File: src/rtl/clb_pkg.sv
package clb_pkg;

   localparam int unsigned CODE_W = 10;

   typedef struct packed {
      logic              pdn;
      logic              fast;
      logic [CODE_W-1:0] code;
   } chan_word_t;

   localparam int unsigned WORD_W = $bits(chan_word_t);

endpackage

File: src/rtl/clb_sync.sv
module clb_sync #(
   parameter int unsigned STAGES  = 2,
   parameter logic        RST_VAL = 1'b1
) (
   input  logic clk,
   input  logic rst_n,
   input  logic d,
   output logic q
);

   generate
      if (STAGES == 0) begin : g_bypass
         assign q = d;
      end else begin : g_chain
         logic [STAGES-1:0] pipe;
         always_ff @(posedge clk or negedge rst_n) begin
            if (!rst_n) begin
               pipe <= {STAGES{RST_VAL}};
            end else begin
               pipe[0] <= d;
               for (int i = 1; i < STAGES; i++) begin
                  pipe[i] <= pipe[i-1];
               end
            end
         end
         assign q = pipe[STAGES-1];
      end
   endgenerate

endmodule

File: src/rtl/clb_dec.sv
module clb_dec #(
   parameter int unsigned NUM_CH = 4,
   parameter int unsigned ADDR_W = 2
) (
   input  logic              valid,
   input  logic [ADDR_W-1:0] addr,
   output logic [NUM_CH-1:0] hit
);

   generate
      for (genvar k = 0; k < NUM_CH; k++) begin : g_hit
         assign hit[k] = valid && (addr == ADDR_W'(k));
      end
   endgenerate

endmodule

File: src/rtl/clb_chan.sv
module clb_chan
   import clb_pkg::*;
(
   input  logic       clk,
   input  logic       rst_n,
   input  logic       wr_hit,
   input  chan_word_t wr_word,
   input  logic       xfer,
   output chan_word_t live
);

   chan_word_t staged;

   always_ff @(posedge clk or negedge rst_n) begin
      if (!rst_n) begin
         staged <= '0;
      end else if (wr_hit) begin
         staged <= wr_word;
      end
   end

   always_ff @(posedge clk or negedge rst_n) begin
      if (!rst_n) begin
         live <= '0;
      end else if (xfer) begin
         live <= wr_hit ? wr_word : staged;
      end
   end

endmodule

File: src/rtl/chan_latch_bank.sv
module chan_latch_bank
   import clb_pkg::*;
#(
   parameter int unsigned NUM_CH      = 4,
   parameter int unsigned SYNC_STAGES = 2,
   localparam int unsigned ADDR_W     = (NUM_CH > 1) ? $clog2(NUM_CH) : 1
) (
   input  logic                     clk,
   input  logic                     rst_n,
   input  logic                     wr_valid,
   input  logic [ADDR_W-1:0]        wr_addr,
   input  logic [CODE_W-1:0]        wr_code,
   input  logic                     wr_pdn,
   input  logic                     wr_fast,
   input  logic                     load_n,
   input  logic                     gpd_n,
   output logic [NUM_CH*CODE_W-1:0] ch_code,
   output logic [NUM_CH-1:0]        ch_en,
   output logic [NUM_CH-1:0]        ch_fast
);

   generate
      if (NUM_CH < 1) begin : g_bad_ch
         $error("chan_latch_bank: NUM_CH must be at least 1");
      end
      if (SYNC_STAGES > 8) begin : g_bad_sync
         $error("chan_latch_bank: SYNC_STAGES above 8 is not supported");
      end
   endgenerate

   logic              load_n_s;
   logic              gpd_n_s;
   logic              load_act;
   logic              gpd_act;
   logic [NUM_CH-1:0] hit;
   logic [NUM_CH-1:0] work_pdn;
   chan_word_t        wr_word;

   clb_sync #(.STAGES(SYNC_STAGES), .RST_VAL(1'b1)) u_sync_load (
      .clk   (clk),
      .rst_n (rst_n),
      .d     (load_n),
      .q     (load_n_s)
   );

   clb_sync #(.STAGES(SYNC_STAGES), .RST_VAL(1'b1)) u_sync_gpd (
      .clk   (clk),
      .rst_n (rst_n),
      .d     (gpd_n),
      .q     (gpd_n_s)
   );

   assign load_act = ~load_n_s;
   assign gpd_act  = ~gpd_n_s;

   clb_dec #(.NUM_CH(NUM_CH), .ADDR_W(ADDR_W)) u_dec (
      .valid (wr_valid),
      .addr  (wr_addr),
      .hit   (hit)
   );

   always_comb begin
      wr_word.pdn  = wr_pdn;
      wr_word.fast = wr_fast;
      wr_word.code = wr_code;
   end

   generate
      for (genvar k = 0; k < NUM_CH; k++) begin : g_ch
         chan_word_t live;

         clb_chan u_chan (
            .clk     (clk),
            .rst_n   (rst_n),
            .wr_hit  (hit[k]),
            .wr_word (wr_word),
            .xfer    (load_act),
            .live    (live)
         );

         assign ch_code[k*CODE_W +: CODE_W] = live.code;
         assign ch_fast[k]                  = live.fast;
         assign work_pdn[k]                 = live.pdn;
         assign ch_en[k]                    = ~live.pdn & ~gpd_act;
      end
   endgenerate

endmodule

File: config.mk
export PLATFORM = sky130hd
export DESIGN_NAME = chan_latch_bank
export DESIGN_NICKNAME = d
export VERILOG_FILES = /design/src/rtl/clb_pkg.sv /design/src/rtl/clb_sync.sv /design/src/rtl/clb_dec.sv /design/src/rtl/clb_chan.sv /design/src/rtl/chan_latch_bank.sv
export SDC_FILE = /design/constraint.sdc
export NUM_CORES = 1
export LEC_CHECK = 0
export ABC_AREA = 1
export BUFFER_PORTS_ARGS = -buffer_cell sky130_fd_sc_hd__buf_2
export CELL_PAD_IN_SITES_DETAIL_PLACEMENT = 1
export CELL_PAD_IN_SITES_GLOBAL_PLACEMENT = 1
export CORE_ASPECT_RATIO = 0.75
export CORE_UTILIZATION = 44
export CTS_BUF_LIST = sky130_fd_sc_hd__clkbuf_4
export DETAILED_ROUTE_END_ITERATION = 12
export GPL_TIMING_DRIVEN = 0
export PLACE_DENSITY_LB_ADDON = 0.1
export RECOVER_POWER = 50
export REMOVE_ABC_BUFFERS = 1
export SETUP_SLACK_MARGIN = 0.05
export SLEW_MARGIN = 15
export SYNTH_ARGS = -nofsm -noshare
export SYNTH_HDL_FRONTEND = slang
export SYNTH_SLANG_ARGS = --single-unit
File: constraint.sdc
create_clock -name clk -period 1.35 [get_ports clk]
set_clock_uncertainty 0.05 [all_clocks]
set_input_delay 0.135 -clock clk [delete_from_list [all_inputs] [get_ports clk]]
set_output_delay 0.135 -clock clk [all_outputs]
set_load 0.05 [all_outputs]
==> qor.yml, run 1 <==
status: "complete, but fails checks"
violations: "setup timing"
rr_worst_depth: 6
syn_to_final_growth_pct: 29.4
cts_tree: "yes"
finalSetupViolCount: 45
hpwl_mm: 6.58
clock_path_buffers: 2
synth_area_leaders: "dfrtp_1 (52%), nand2_1 (14%), buf_4 (7.8%)"
worstReg2RegEnd: "g_ch[0].u_chan.live[9]"
antenna_found_initial: 0
ys_top_cells_by_count: "nand2_1 (171), dfrtp_1 (96), inv_1 (64)"
rsz0062_at_grt: "true"
maxCapViolCount: 0
h-tree-depth: 3
r2r_slack_ns: -0.08
synth_cell_types: 15
fin_crit_sh_pct: 115
crit_path_end: "ch_en[1]"
layout_setup_ws_ns: -0.205
drtIter0Drc: 155
min_period_ns: 1.56
rr_startpoint: "u_sync_load.g_chain.pipe[1]"
drtAntennaViolNets: 0
portBuffers: 66
tightest_slew_ns: 0.668
syn_area_um2: 4600
hold_violations: 0
placedInstanceArea_um2: 4680
clkSlewWorstSetupHoldPaths_ns: 0.15
cp_data_required_time_ns: 1.16
async_reset_ff_share_pct: 100
ir_drop_v: 0.000650
io_pins: 67
grt_util_all_layers_pct: 24.4
cts_root_buf: "clkbuf_4"
design_area_um2: 5950
grt_pass1_wl_mm: 19.7
critPathMaxFanout: 4
clock_sinks: 100
core_region_area_um2: 9890
synth_seq_cells: 100
ys_warn_count: 0
final_core_util_pct: 60.1
overflow: 0
min_path_type: "input pin to flip-flop"
synth_top_area_share_pct: 52.3
routed-via-count: 3647
path_class: "flip-flop to output pin"
numCtsBuffers: 9
final_max_slew_viol_count: 0
avgSynthCellArea_um2: 8.62
start_util_pct: 46.5
drt_wl_total_mm: 13.4
fp.dieW_um: 120
antenna_cells: 0
cp-end-kind: "output pin"
avgRoutedWirePerCell_um: 18.5
synth_area_leader_cell: "dfrtp_1"
critical_path_arrival_ns: 1.37
synth_enable_flop_cells: 0
first_pass_iters: 4
nets: 607
drive_above_1_share_pct: 32.0
synth_ff_type: "dfrtp_1"
grt_max_degree: 76
clk_latency_ns: 0.46
cp-start-kind: "flip-flop"
place.gp.congestion: 0.687
max_freq_ghz: 0.643
ys_seq_area_share_pct: 54.6
grt_pass1_vias: 3755
powerDensity_nw_per_um2: 1340
avgViaCountPerCell: 5.03
die_area_um2: 10900
synthCells: 533
post-route-drc-count: 0
leakagePower_nw: 3.10
die_h_um: 90.5
cp-startpoint: "u_sync_gpd.g_chain.pipe[1]"
pre_cts_slack_ns: -0.956
rows: 31
yosysMostFrequentCell: "nand2_1"
min_delay_path_depth: 4
slew_headroom_pct: 55.5
==> state kept, by name (all words and copies together) (netlist names) <==
name	count
u_sync_load.g_chain.pipe	2
g_ch.u_chan.staged	48
g_ch.u_chan.live	48
u_sync_gpd.g_chain.pipe	2
==> logic make-up after synthesis <==
family	Yosys count	share of synthesized area, %
AND/OR/NAND/NOR	301	30.2
buffers and inverters	132	15.3
flip-flops	100	54.6
==> layout by cell type (no fill, tap or decap), drive strengths merged <==
cell and count:
nand2 171, buf 100, dfrtp 96, inv 64
nand3 63, and2 48, clkbuf 15, nand4 12
nor2 7, clkinv 7, dlygate4sd3 4, dfstp 4
bufinv 2
==> what timing repair did <==
item,CTS,global route
gates cloned,4,4
buffers inserted,9,26
hold buffers,4,0
gates resized for setup,82,89
setup endpoints to repair,96,90
hold endpoints to repair,99,0
pin swaps,2,31
==> report_power, final <==
group          total [mW]  switching, mW  internal [mW]
Clock                1.73          0.999          0.728
Sequential           3.67          0.225           3.44
Combinational        2.58           1.63          0.950
Total                7.97           2.85           5.12
==> metal layers <==
layer / share of wire [%] / vias to the layer above / global-route usage [%]
met5: 0 / - / 0
met4: 2.9 / 0 / 9.27
met3: 5.5 / 29 / 4.36
met2: 49 / 103 / 38.8
met1: 43 / 1827 / 33.3
li1: - / 1688 / -
==> worst min path at each step <==
stage,startpoint,to,slack [ns]
after floorplan,rst_n,g_ch[0].u_chan.live[0],-0.21
after global placement,load_n,u_sync_load.g_chain.pipe[0],0.19
after detailed placement,rst_n,g_ch[1].u_chan.live[2],-0.03
after global routing,wr_code[9],g_ch[2].u_chan.staged[9],0.07
after CTS,rst_n,g_ch[1].u_chan.live[2],0.007
final,wr_code[0],g_ch[2].u_chan.staged[0],0.07
==> layout make-up <==
| cell class | instances | area [um^2] |
|---|---|---|
| timing repair inverter | 2 | 27.5 |
| multi-input combinational | 301 | 1670 |
| timing repair buffer | 110 | 1160 |
| clock inverter | 7 | 81.3 |
| inverter | 64 | 269 |
| tap | 132 | 165 |
| clock buffer | 9 | 67.6 |
| fill | 1099 | 3950 |
| sequential | 100 | 2510 |
==> per-stage QoR <==
step	setup TNS [ns]	power, mW	hold WS, ns	cells
after floorplan	-28.10	5.04	-0.211	465
after global placement	-182.53	5.53	0.190	663
after detailed placement	-50.96	5.61	-0.0319	665
after CTS	-0.912	7.66	0.00727	698
after global routing	-4.03	8.37	0.0685	725
final	-2.87	7.97	0.0657	725
==> worst max-delay path, cell delays in order (launching register included) <==
cell     delay [ns]
dfstp_2        0.57
inv_4          0.06
nor2_4         0.11
buf_6          0.17
Note: power is estimated with default switching activity, not from simulation.
==> run 2, diff against run 1 <==
Settings changed: ABC_AREA 1 to 0, CORE_UTILIZATION 44 to 46.
==> run 2 against run 1 <==
Against the previous run:
- the flow still finishes with violations (setup timing)
- combinational power up 16%
- setup slack better by 0.015 ns
- final cell count down 24%
- critical path type unchanged
- hold slack better by 0.12 ns
- design area down 2.2%
- largest power group unchanged
- synthesized cell count down 32%
- utilization up 6.9 points
==> qor.yml, run 2 <==
max_freq_ghz: 0.649  # was 0.643 GHz
ys_warn_count: 0  # unchanged
clock_path_buffers: 2  # unchanged
cts_tree: "yes"  # unchanged
ys_top_cells_by_count: "dfrtp_1 (96), nand2_1 (72), a21oi_1 (48)"  # was nand2_1 (171), dfrtp_1 (96), inv_1 (64)
rr_worst_depth: 6  # unchanged
drtAntennaViolNets: 0  # unchanged
p_int_mw: 5.17  # was 5.12 mW
synth_ff_type: "dfrtp_1"  # unchanged
clk_latency_ns: 0.46  # about the same
cts_root_buf: "clkbuf_4"  # unchanged
yosysMostFrequentCell: "dfrtp_1"  # was nand2_1
fp.dieW_um: 113  # was 120 um
grt_util_all_layers_pct: 24.7  # was 24.4%
fillers: 816  # was 1099
grt_pass1_vias: 3055  # was 3755
top_regs: "g_ch.u_chan.live (48), g_ch.u_chan.staged (48)"  # unchanged
critPathMaxFanout: 4  # unchanged
violations: "setup timing"  # unchanged
numCtsBuffers: 9  # unchanged
path_class: "flip-flop to output pin"  # unchanged
power_mw: 8.18  # was 7.97 mW
clkPwrFrac_pct: 16.6  # was 21.7%
ir_drop_v: 0.000892  # was 0.000650 V
drive_above_1_share_pct: 50.1  # was 32.0%
synth_top_area_share_pct: 56.9  # was 52.3%
min_path_type: "input pin to async pin"  # was input pin to flip-flop
synth_area_leaders: "dfrtp_1 (57%), mux2_2 (10%), buf_4 (7.8%)"  # was dfrtp_1 (52%), nand2_1 (14%), buf_4 (7.8%)
critical_path_arrival_ns: 1.35  # was 1.37 ns
h-tree-depth: 3  # unchanged
tightest_slew_ns: 0.729  # was 0.668 ns
final_common_cell: "dfrtp_1"  # was nand2_1
worstReg2RegEnd: "g_ch[3].u_chan.live[10]"  # was g_ch[0].u_chan.live[9]
tns_ns: -3.81  # was -2.87 ns
clkSlewWorstSetupHoldPaths_ns: 0.16  # was 0.15 ns
cp-start-kind: "flip-flop"  # unchanged
seqPwrFrac_pct: 46.7  # was 46.0%
synth_area_leader_cell: "dfrtp_1"  # unchanged
grt_pass1_wl_mm: 17.4  # was 19.7 mm
leakagePower_nw: 2.81  # was 3.10 nW
clock_sinks: 100  # unchanged
portBuffers: 66  # unchanged
fin_crit_sh_pct: 114  # was 115%
start_util_pct: 48.7  # was 46.5%
avgRoutedWirePerCell_um: 20.8  # was 18.5 um
slew_headroom_pct: 51.4  # was 55.5%
final_core_util_pct: 67.0  # was 60.1%
first_pass_iters: 4  # unchanged
async_reset_ff_share_pct: 100  # unchanged
place.gp.congestion: 0.665  # was 0.687
p_sw_share_pct: 36.8  # was 35.8%
nets: 457  # was 607
syn_to_final_growth_pct: 37.6  # was 29.4%
p_switching_mw: 3.01  # was 2.85 mW
synth_cell_types: 16  # was 15
cp-end-kind: "output pin"  # unchanged
die_h_um: 85.0  # was 90.5 um
syn_area_um2: 4220  # was 4600 um^2
io_pins: 67  # unchanged
ys_seq_area_share_pct: 59.4  # was 54.6%
rows: 29  # was 31
pre_cts_slack_ns: -0.636  # was -0.956 ns
drtIter0Drc: 88  # was 155
status: "complete, but fails checks"  # unchanged
final_cell_mix: "dfrtp_1 (96), nand2_1 (72), buf_4 (41), mux2_4 (34)"  # was nand2_1 (162), dfrtp_1 (96), inv_1 (62), and2_1 (48), nand3_2 (46)
min_period_ns: 1.54  # was 1.56 ns
post-route-drc-count: 0  # unchanged
rsz0062_at_grt: "true"  # unchanged
synth_enable_flop_cells: 0  # unchanged
rr_startpoint: "u_sync_load.g_chain.pipe[1]"  # unchanged
powerDensity_nw_per_um2: 1410  # was 1340 nW/um^2
core_region_area_um2: 8670  # was 9890 um^2
hpwl_mm: 4.75  # was 6.58 mm
antenna_found_initial: 0  # unchanged
comb_power_share_pct: 36.7  # was 32.3%
antenna_cells: 0  # unchanged
avgSynthCellArea_um2: 11.6  # was 8.62 um^2
layout_setup_ws_ns: -0.190  # was -0.205 ns
synth_seq_cells: 100  # unchanged
avgViaCountPerCell: 5.28  # was 5.03
synthCells: 364  # was 533
drt_wl_total_mm: 11.5  # was 13.4 mm
grt_max_degree: 75  # was 76
final_max_slew_viol_count: 0  # unchanged
routed-via-count: 2910  # was 3647
cp_data_required_time_ns: 1.16  # about the same
finalSetupViolCount: 50  # was 45
die_area_um2: 9570  # was 10900 um^2
hold_violations: 0  # unchanged
maxCapViolCount: 0  # unchanged
overflow: 0  # unchanged
r2r_slack_ns: -0.16  # was -0.08 ns
run 2: metrics by stage:
stage	instances	cell area (um^2)	hold slack, ns
final	551	5810	0.183
after global routing	551	5810	0.212
after CTS	541	5490	0.0118
after detailed placement	477	4320	-0.0331
after global placement	476	4280	0.191
after floorplan	302	3820	-0.211
run 2: what timing repair did:
action                                 4_1_cts  5_1_grt
resized for setup                          112       89
endpoints found under the hold margin      170        0
buffers inserted                            23       17
cloned                                      10        1
hold buffers                                15        0
setup endpoints to repair                   81       71
pin swaps                                    8       18
run 2: metal layers:
layer	vias up	track usage [%]	part of all wire [%]
li1	1307	-	-
met1	1517	33.9	45
met2	65	39.8	50
met3	21	4.86	3.8
met4	0	8.12	2.0
met5	-	0	0
run 2: worst max-delay path by stage:
stage	from	endpoint	slack [ns]	cells past startpoint
3_5_place_dp	wr_addr[1]	g_ch[1].u_chan.live[0]	-0.64	4
5_1_grt	u_sync_gpd.g_chain.pipe[1]	ch_en[2]	-0.24	2
3_3_place_gp	rst_n	g_ch[0].u_chan.live[7]	-1.0	1
4_1_cts	u_sync_gpd.g_chain.pipe[1]	ch_en[0]	-0.20	2
6_report	u_sync_gpd.g_chain.pipe[1]	ch_en[2]	-0.19	2
2_1_floorplan	u_sync_load.g_chain.pipe[1]	g_ch[0].u_chan.live[0]	-0.31	1
run 2: power groups by stage:
stage	registers, mW	clock network (mW)	logic, mW
2_1_floorplan	4.69	0	0.654
3_5_place_dp	3.83	0	2.10
6_report	3.82	1.36	3.00
5_1_grt	3.87	1.51	3.15
3_3_place_gp	3.80	0	2.06
4_1_cts	3.77	1.40	2.75
run 2: area by class of cell:
cell class / instances / area [um^2] / area share, %
Sequential cell: 100 / 2510 / 43.2
Multi-Input combinational cell: 202 / 1750 / 30.1
Timing Repair Buffer: 125 / 1310 / 22.6
Tap cell: 108 / 135 / 2.32
Clock buffer: 10 / 75.1 / 1.29
Clock inverter: 6 / 31.3 / 0.538
run 2: cell families (layout without fill, tap and decap cells):
family	after synthesis	in the layout	share of synthesized area [%]
DFF	100	100	59.4
AOI/OAI and AO/OA	48	48	5.69
buffers and inverters	62	141	9.63
muxes	48	48	13.7
and+or+nand+nor	106	106	11.6
run 2: critical path, stage by stage, from the launching register on:
cell and delay (ns):
dfstp_2 0.59, nor2b_4 0.16, buf_6 0.16
